===== config.mk =====
export PLATFORM = sky130hd
export DESIGN_NAME = wbc_mem_target
export DESIGN_NICKNAME = d
export VERILOG_FILES = /design/src/rtl/wbc_mem_pkg.sv /design/src/rtl/wbc_lane_merge.sv /design/src/rtl/wbc_store.sv /design/src/rtl/wbc_seq.sv /design/src/rtl/wbc_mem_target.sv
export SDC_FILE = /design/constraint.sdc
export NUM_CORES = 1
export LEC_CHECK = 0
export ABC_AREA = 1
export CORE_ASPECT_RATIO = 1.2
export CORE_MARGIN = 2
export CORE_UTILIZATION = 56
export CTS_BUF_LIST = sky130_fd_sc_hd__clkbuf_8
export DETAILED_ROUTE_END_ITERATION = 10
export GPL_TIMING_DRIVEN = 0
export PLACE_DENSITY = 0.8
export SKIP_LAST_GASP = 1
export SYNTH_ARGS = -nofsm -noshare
export SYNTH_HDL_FRONTEND = slang
export SYNTH_HIERARCHICAL = 1
export SYNTH_SLANG_ARGS = --single-unit

===== constraint.sdc =====
create_clock -name clk -period 4.4 [get_ports clk]
set_input_delay 0.44 -clock clk [delete_from_list [all_inputs] [get_ports clk]]
set_output_delay 0.44 -clock clk [all_outputs]
set_load 0.02 [all_outputs]

===== src/rtl/wbc_mem_pkg.sv =====
`timescale 1ns/1ps
package wbc_mem_pkg;

   // Handshake phase of the target sequencer.
   typedef enum logic [1:0] {
      ST_IDLE = 2'd0,
      ST_ACK  = 2'd1,
      ST_GAP  = 2'd2
   } wbc_phase_e;

   // Index width for an array of d entries (at least one bit).
   function automatic int unsigned idx_bits(input int unsigned d);
      return (d < 2) ? 1 : $clog2(d);
   endfunction

endpackage


===== src/rtl/wbc_lane_merge.sv =====
`timescale 1ns/1ps
module wbc_lane_merge #(
   parameter int unsigned LANE_W = 8,
   parameter int unsigned LANES  = 8
) (
   input  logic [LANE_W*LANES-1:0] old_word,
   input  logic [LANE_W*LANES-1:0] new_word,
   input  logic [LANES-1:0]        lane_en,
   output logic [LANE_W*LANES-1:0] merged
);

   if (LANE_W == 0 || LANES == 0) begin : g_bad_shape
      $error("wbc_lane_merge: LANE_W and LANES must be nonzero");
   end

   // One multiplexer per byte lane: new byte when enabled, old byte otherwise.
   for (genvar g = 0; g < LANES; g++) begin : g_lane
      assign merged[g*LANE_W +: LANE_W] =
         lane_en[g] ? new_word[g*LANE_W +: LANE_W] : old_word[g*LANE_W +: LANE_W];
   end

endmodule


===== src/rtl/wbc_store.sv =====
`timescale 1ns/1ps
module wbc_store #(
   parameter int unsigned DATA_W = 64,
   parameter int unsigned DEPTH  = 16,
   parameter int unsigned IDX_W  = 4
) (
   input  logic              clk,
   input  logic              rst,
   input  logic              wr_en,
   input  logic              rd_en,
   input  logic [IDX_W-1:0]  idx,
   input  logic [DATA_W-1:0] wr_word,
   output logic [DATA_W-1:0] old_word,
   output logic [DATA_W-1:0] rd_data
);

   if ((1 << IDX_W) != DEPTH) begin : g_bad_idx
      $error("wbc_store: IDX_W must match a power-of-two DEPTH");
   end

   logic [DATA_W-1:0] cell_q [DEPTH];
   logic [DEPTH-1:0]  live_q;

   // Entries without a live flag present zero, both to reads and to the merge.
   assign old_word = live_q[idx] ? cell_q[idx] : '0;

   // Data cells carry no reset; only the live flags are cleared.
   always_ff @(posedge clk) begin
      if (wr_en) cell_q[idx] <= wr_word;
   end

   always_ff @(posedge clk) begin
      if (rst)        live_q      <= '0;
      else if (wr_en) live_q[idx] <= 1'b1;
   end

   always_ff @(posedge clk) begin
      if (rst)        rd_data <= '0;
      else if (rd_en) rd_data <= old_word;
   end

   // A written entry is live from the next cycle on.
   assert_write_marks_live_R4: assert property (@(posedge clk) disable iff (rst)
      wr_en |=> live_q[$past(idx)]);

   // Leaving reset, no entry is live.
   assert_reset_clears_live_R9: assert property (@(posedge clk)
      $fell(rst) |-> (live_q == '0));

   // A read and a write never share one edge.
   assert_single_op_R1: assert property (@(posedge clk) disable iff (rst)
      !(wr_en && rd_en));

endmodule


===== src/rtl/wbc_seq.sv =====
`timescale 1ns/1ps
module wbc_seq
   import wbc_mem_pkg::*;
#(
   parameter int unsigned GAP_CYC = 1
) (
   input  logic clk,
   input  logic rst,
   input  logic cyc,
   input  logic stb,
   output logic take,
   output logic ack
);

   localparam int unsigned GW = (GAP_CYC < 2) ? 1 : $clog2(GAP_CYC);

   if (GAP_CYC < 1) begin : g_bad_gap
      $error("wbc_seq: GAP_CYC must be at least 1");
   end

   wbc_phase_e    phase_q;
   logic [GW-1:0] gap_q;

   assign take = (phase_q == ST_IDLE) && cyc && stb;
   assign ack  = (phase_q == ST_ACK);

   always_ff @(posedge clk) begin
      if (rst) begin
         phase_q <= ST_IDLE;
         gap_q   <= '0;
      end else begin
         unique case (phase_q)
            ST_IDLE: if (take) phase_q <= ST_ACK;
            ST_ACK: begin
               phase_q <= ST_GAP;
               gap_q   <= GW'(GAP_CYC - 1);
            end
            ST_GAP: begin
               if (gap_q == '0) phase_q <= ST_IDLE;
               else             gap_q   <= gap_q - 1'b1;
            end
            default: phase_q <= ST_IDLE;
         endcase
      end
   end

   assert_idle_quiet_R1: assert property (@(posedge clk) disable iff (rst)
      (phase_q == ST_IDLE && !(cyc && stb)) |=> !ack);

   assert_take_acks_R5: assert property (@(posedge clk) disable iff (rst)
      take |=> ack);

   assert_ack_single_R5: assert property (@(posedge clk) disable iff (rst)
      ack |=> !ack);

   assert_gap_low_R6: assert property (@(posedge clk) disable iff (rst)
      $fell(ack) |=> !ack);

   assert_gap_no_take_R6: assert property (@(posedge clk) disable iff (rst)
      $fell(ack) |-> !take);

endmodule


===== src/rtl/wbc_mem_target.sv =====
`timescale 1ns/1ps
module wbc_mem_target #(
   parameter int unsigned DATA_W  = 64,
   parameter int unsigned ADR_W   = 32,
   parameter int unsigned DEPTH   = 16,
   parameter int unsigned GAP_CYC = 1
) (
   input  logic                clk,
   input  logic                rst,
   input  logic                cyc,
   input  logic                stb,
   input  logic                we,
   input  logic [ADR_W-1:0]    adr,
   input  logic [DATA_W-1:0]   dat_w,
   input  logic [DATA_W/8-1:0] sel,
   output logic [DATA_W-1:0]   dat_r,
   output logic                ack
);

   localparam int unsigned LANES = DATA_W / 8;
   localparam int unsigned IDX_W = wbc_mem_pkg::idx_bits(DEPTH);

   if (DATA_W == 0 || (DATA_W % 8) != 0) begin : g_bad_width
      $error("wbc_mem_target: DATA_W must be a nonzero multiple of 8");
   end
   if (DEPTH < 2 || (DEPTH & (DEPTH - 1)) != 0) begin : g_bad_depth
      $error("wbc_mem_target: DEPTH must be a power of two, at least 2");
   end
   if (IDX_W > ADR_W) begin : g_bad_adr
      $error("wbc_mem_target: ADR_W too narrow for DEPTH");
   end

   logic             take;
   logic             wr_take;
   logic             rd_take;
   logic [IDX_W-1:0] row;
   logic [DATA_W-1:0] old_word;
   logic [DATA_W-1:0] new_word;

   // Index wraps modulo the depth.
   assign row     = IDX_W'(adr % ADR_W'(DEPTH));
   assign wr_take = take && we;
   assign rd_take = take && !we;

   wbc_seq #(
      .GAP_CYC (GAP_CYC)
   ) seq_i (
      .clk  (clk),
      .rst  (rst),
      .cyc  (cyc),
      .stb  (stb),
      .take (take),
      .ack  (ack)
   );

   wbc_lane_merge #(
      .LANE_W (8),
      .LANES  (LANES)
   ) merge_i (
      .old_word (old_word),
      .new_word (dat_w),
      .lane_en  (sel),
      .merged   (new_word)
   );

   wbc_store #(
      .DATA_W (DATA_W),
      .DEPTH  (DEPTH),
      .IDX_W  (IDX_W)
   ) store_i (
      .clk      (clk),
      .rst      (rst),
      .wr_en    (wr_take),
      .rd_en    (rd_take),
      .idx      (row),
      .wr_word  (new_word),
      .old_word (old_word),
      .rd_data  (dat_r)
   );

   assert_read_acks_R2: assert property (@(posedge clk) disable iff (rst)
      rd_take |=> ack);

   assert_hold_rdata_R8: assert property (@(posedge clk) disable iff (rst)
      !rd_take |=> $stable(dat_r));

   assert_empty_mask_keeps_R3: assert property (@(posedge clk) disable iff (rst)
      (wr_take && sel == '0) |-> (new_word == old_word));

endmodule


After elaboration in Yosys (flattened, before gate mapping)
Memories as Yosys holds them, arrays and structs flattened.
Cells that the tools add are included.
W data, S select, Z words.
{ "word_totals": {"inputBits": 109, "mem_count": 1, "ramBits": 1024, "out_inout_bits": 65, "latch_bits": 0, "wordCells": 42, "register_bits": 83, "rom_bits": 0} }
{ "mem_list": {"columns": ["memory", "depth", "width", "rd", "rd_ports_with_merged_regs", "write_ports", "line", "text"], "rows": [
  ["store_i.cell_q", 16, 64, 1, 0, 1, "wbc_store.sv:21", "logic [DATA_W-1:0] cell_q [DEPTH];"]
]} }
{ "classes": {"multipliers": 0, "n_mux": 20, "shift": 0, "n_bitwise": 1, "order_cmp": 2, "div": 0, "n_addsub": 1, "eq_ne": 4, "n_reduce_logical": 9} }
{ "ops": {"columns": ["op", "count"], "rows": [
  ["$mux W64", 1],
  ["$mux W8", 8],
  ["$or A16 B16 Y16", 1],
  ["$pmux W2 S3", 1],
  ["$logic_and A1 B1 Y1", 5],
  ["$lt A4 B5 Y1 const B", 1],
  ["$mux W1", 5],
  ["$bmux W1 S4", 1],
  ["$demux W1 S4", 1],
  ["$ge A4 B1 Y1 const B", 1],
  ["$mux W2", 2],
  ["$ne A2 B2 Y1 const B", 2],
  ["$eq A2 B1 Y1 const B", 1],
  ["$eq A2 B2 Y1 const B", 1],
  ["$logic_not A2 Y1", 1],
  ["$pmux W1 S2", 1],
  ["$reduce_and A2 Y1", 1],
  ["$reduce_bool A2 Y1", 1],
  ["$logic_not A1 Y1", 1],
  ["$sub A1 B1 Y1 const B", 1]
]} }

Logic depth before layout (Yosys ltp)
{ "depth": {"depth_word": 6, "depth_mapped": 16, "depth_no_buf": 13} }

Modules after synthesis
Netlist, hierarchy kept.
{ "modules_own_cells": {"columns": ["mod", "instances", "cells_per_inst", "area_each_um2"], "rows": [
  ["wbc_store", 1, 4576, 45840.2],
  ["wbc_lane_merge", 1, 208, 840.8],
  ["wbc_seq", 1, 11, 77.6],
  ["wbc_mem_target", 1, 4, 17.5]
]} }

Worst setup path after synthesis
OpenSTA, ideal clock, no wires.
{ "synth_path": {"kind": "in2reg", "from": "input port adr[1]", "to": "memory store_i.cell_q[11][0], enable pin", "path_slack_ps": 31, "arrival_ps": 3881, "path_stages": 6, "setup_ps": 488, "path_cell_list": "buf_2 buf_2 buf_2 and3_1 inv_1 nor2_1"} }
{ "synth_lines": {"columns": ["item", "line", "text"], "rows": [
  ["from (decl)", "wbc_mem_target.sv:13", "input logic [ADR_W-1:0] adr,"],
  ["to (decl)", "wbc_store.sv:21", null]
]} }
No word-level cell before the write port.

Worst setup path after layout
{ "layout_path": {"from": "input port adr[1]", "to": "memory store_i.cell_q[2][45], enable pin"} }
No word-level cell before the write port.

==> impl_metrics.env <==
export IMPL_h_tree_depth=4
export IMPL_finalInstanceArea_sq_um=53460
export IMPL_finalSetupViolCount=0
export IMPL_critPathMaxStageDelay_ns=0.88
export IMPL_syn_to_final_growth_pct=14.30
export IMPL_clk_pin_slew_worst_paths_ns=0.06
export IMPL_place_area_sq_um=50310
export IMPL_end_kind="flop"
export IMPL_port_buffers=136
export IMPL_clkSinkCount=1106
export IMPL_grt_max_degree=31
export IMPL_cts_root_buf="clkbuf_8"
export IMPL_grt_busiest_layer="met2"
export IMPL_seq_power_share=0.549
export IMPL_grt_usage=0.2955
export IMPL_coreArea_sq_um=83020
export IMPL_die_w_um=267.8
export IMPL_start_util=0.5634
export IMPL_p_clk_frac=0.380
export IMPL_fmax_mhz=293.0
export IMPL_syn_num_nets=4908
export IMPL_cts_hold_buf=0
export IMPL_pwr_density_cell_nw_per_um2=394.1
export IMPL_leakagePower_nw=23.67
export IMPL_ir_worst_vdd_mv=0.2820
export IMPL_num_vias=34430
export IMPL_async_reset_ff_frac=0
export IMPL_wl_per_cell_um=19.78
export IMPL_crit_path_start_kind="primary input"
export IMPL_fillerInstances=6193
export IMPL_pwr_share_comb=0.071
export IMPL_cts_resized=0
export IMPL_cts_setup_buffers=0
export IMPL_grt_ovfl_total=0
export IMPL_p_int_mw=16.11
export IMPL_ys_types=20
export IMPL_dp_hpwl_um=83310
export IMPL_synth_common_cells="3055 x nand2_1, 1024 x edfxtp_1, 204 x inv_1"
export IMPL_ys_warn_count=6
export IMPL_synth_main_ff_cell="edfxtp_1"
export IMPL_drt_iter0_drc=4139
export IMPL_finalNetCount=5241
export IMPL_cts_buffers=163
export IMPL_hold_viol_final=0
export IMPL_globalRouteMet1Util=0.3702
export IMPL_fin_ws_ns=0.9869
export IMPL_p_total_mw=21.07
export IMPL_cp_arrival_ns=3.92
export IMPL_insertion_delay_ns=0.84
export IMPL_cts_tree="built"
export IMPL_grt_pass1_wl_um=188200
export IMPL_yosysMostFrequentCell="nand2_1"
export IMPL_ioPinCount=174
export IMPL_first_pass_iters=6
export IMPL_holdWs_ns=0.2613
export IMPL_yosysSeqAreaShare=0.6925
export IMPL_crit_fanout=26
export IMPL_drive_gt1_frac=0.08512
export IMPL_place_ws_ns=0.2935
export IMPL_met3_usage=0.05213
export IMPL_tightest_slew_ns=1.039
export IMPL_place_congestion=0.8651
export IMPL_die_h_um=320.6
export IMPL_period_needed_ns=3.413
export IMPL_path_common_cell="buf_2"
export IMPL_synth_avg_cell_area_sq_um=9.747
export IMPL_max_slew_margin=0.3075
export IMPL_maxSlewViolCount=0
export IMPL_synth_top_cell_area_share=0.6574
export IMPL_synth_largest_area_cell="edfxtp_1"
export IMPL_fin_skew_ns=0.03584
export IMPL_viasPerCell=5.391
export IMPL_routed_wl_um=126300
export IMPL_cpMaxStageDelayCell="nor2_4"
export IMPL_rsz0062_at_grt="false"
export IMPL_finish_utilization=0.6440
export IMPL_grt_util_met2=0.4855
export IMPL_swShare=0.2352
export IMPL_mappedNetlistArea_sq_um=46780
export IMPL_critPathKind="in2reg"
export IMPL_ys_top_cells_by_area="edfxtp_1 66%, nand2_1 25%, dfxtp_1 3.5%, inv_1 1.6%, buf_2 1.6%"
export IMPL_crit_required_ns=4.90
export IMPL_fin_crit_sh=0.7757
export IMPL_status="finished clean"
export IMPL_synth_edf_count=1024
export IMPL_synth_seq_cells=1106
export IMPL_p_sw_mw=4.956
export IMPL_crit_chain="clkdlybuf4s50_1 > buf_2 > buf_2 > buf_2 > nand3_1 > nor2_4 > buf_12"
export IMPL_dieArea_sq_um=85870
export IMPL_antenna_found_initial=4
export IMPL_drc=0
export IMPL_ant_nets=0
export IMPL_synthCells=4799
export IMPL_clock_path_buffers=3
export IMPL_grt_pass1_vias=33460
export IMPL_fp_row_count=116
export IMPL_maxCapViolations=0
export IMPL_worstHoldPathType="in2reg"
## worst max-delay path, delay by kind of cell
| kind | cells | cell delay [ns] |
|---|---|---|
| simple gates | 2 | 1.29 |
| buf+inv | 5 | 2.13 |
## state kept, by name, summed over array words and instances, names as in the netlist
| signal | count |
|---|---|
| seq_i/phase_q | 2 |
| store_i/rd_data | 64 |
| store_i/cell_q | 1024 |
| store_i/live_q | 16 |
## kinds of logic after synthesis
group | count (synthesis) | share of synthesized area
AOI/OAI and AO/OA | 130 | 0.01402
and+or+nand+nor | 3111 | 0.2501
DFF | 1106 | 0.6925
buffers and inverters | 452 | 0.04344
## per-stage QoR
step / TNS, ns / cells
after floorplan: 0 / 4799
after global placement: -3507.32 / 6056
after detailed placement: 0 / 6088
after CTS: 0 / 6384
after global routing: 0 / 6385
final: 0 / 6386
## placed cells by master (no fill, tap or decap), types with 2 or more instances in the layout
cell,count
inv_1,264
inv_6,3
a21oi_1,64
clkinvlp_4,5
buf_1,20
clkinv_2,9
inv_2,11
clkbuf_2,2
o21ai_0,64
buf_6,10
buf_4,18
clkdlybuf4s50_1,136
diode_2,2
o21a_1,2
nand3_1,3
nor2_4,16
edfxtp_1,1024
nor2_1,32
nand2_1,3055
clkinv_1,33
bufinv_16,8
dfxtp_1,82
buf_2,152
clkbuf_8,176
nor2_2,2
clkbuf_1,34
buf_12,31
## layer usage
metal,wire length (um),share of wire,up-vias
met1,45210,0.36,16000
met2,59860,0.47,2076
met3,13910,0.11,387
met4,7324,0.058,2
li1,-,-,15960
met5,14,0.00011,-
## final cells by class
| cell class | instances | area (sq um) | area share |
|---|---|---|---|
| Tap cell | 1121 | 1403 | 0.02623 |
| Sequential cell | 1106 | 32390 | 0.6059 |
| Clock inverter | 120 | 725.7 | 0.01357 |
| Buffer | 236 | 1221 | 0.02284 |
| Clock buffer | 176 | 2422 | 0.04531 |
| Inverter | 216 | 813.3 | 0.01521 |
| Antenna cell | 2 | 5.005 | 0.00009361 |
| Multi-Input combinational cell | 3241 | 12470 | 0.2333 |
| Timing Repair Buffer | 168 | 2009 | 0.03758 |
## power by group through the flow
stage	Sequential, mW	Clock, mW	Combinational [mW]
6_report	11.6	8.01	1.49
5_1_grt	11.6	8.51	1.61
4_1_cts	11.6	8.08	1.46
3_5_place_dp	11.8	0	1.45
3_3_place_gp	11.8	0	1.39
2_1_floorplan	11.8	0	0.811
## worst paths after layout
| check | end | slack (ns) | cells after the start | startpoint |
|---|---|---|---|---|
| worst max-delay path | store_i/cell_q[2][45] | 0.99 | 7 | adr[1] |
| worst min-delay path | seq_i/phase_q[0] | 0.26 | 5 | stb |
| worst max register to register | store_i/rd_data[57] | 0.99 | 9 | seq_i/phase_q[0] |
| worst min register to register | seq_i/phase_q[1] | 0.45 | 1 | seq_i/phase_q[1] |
No activity file was read; power rests on OpenSTA's default activity.
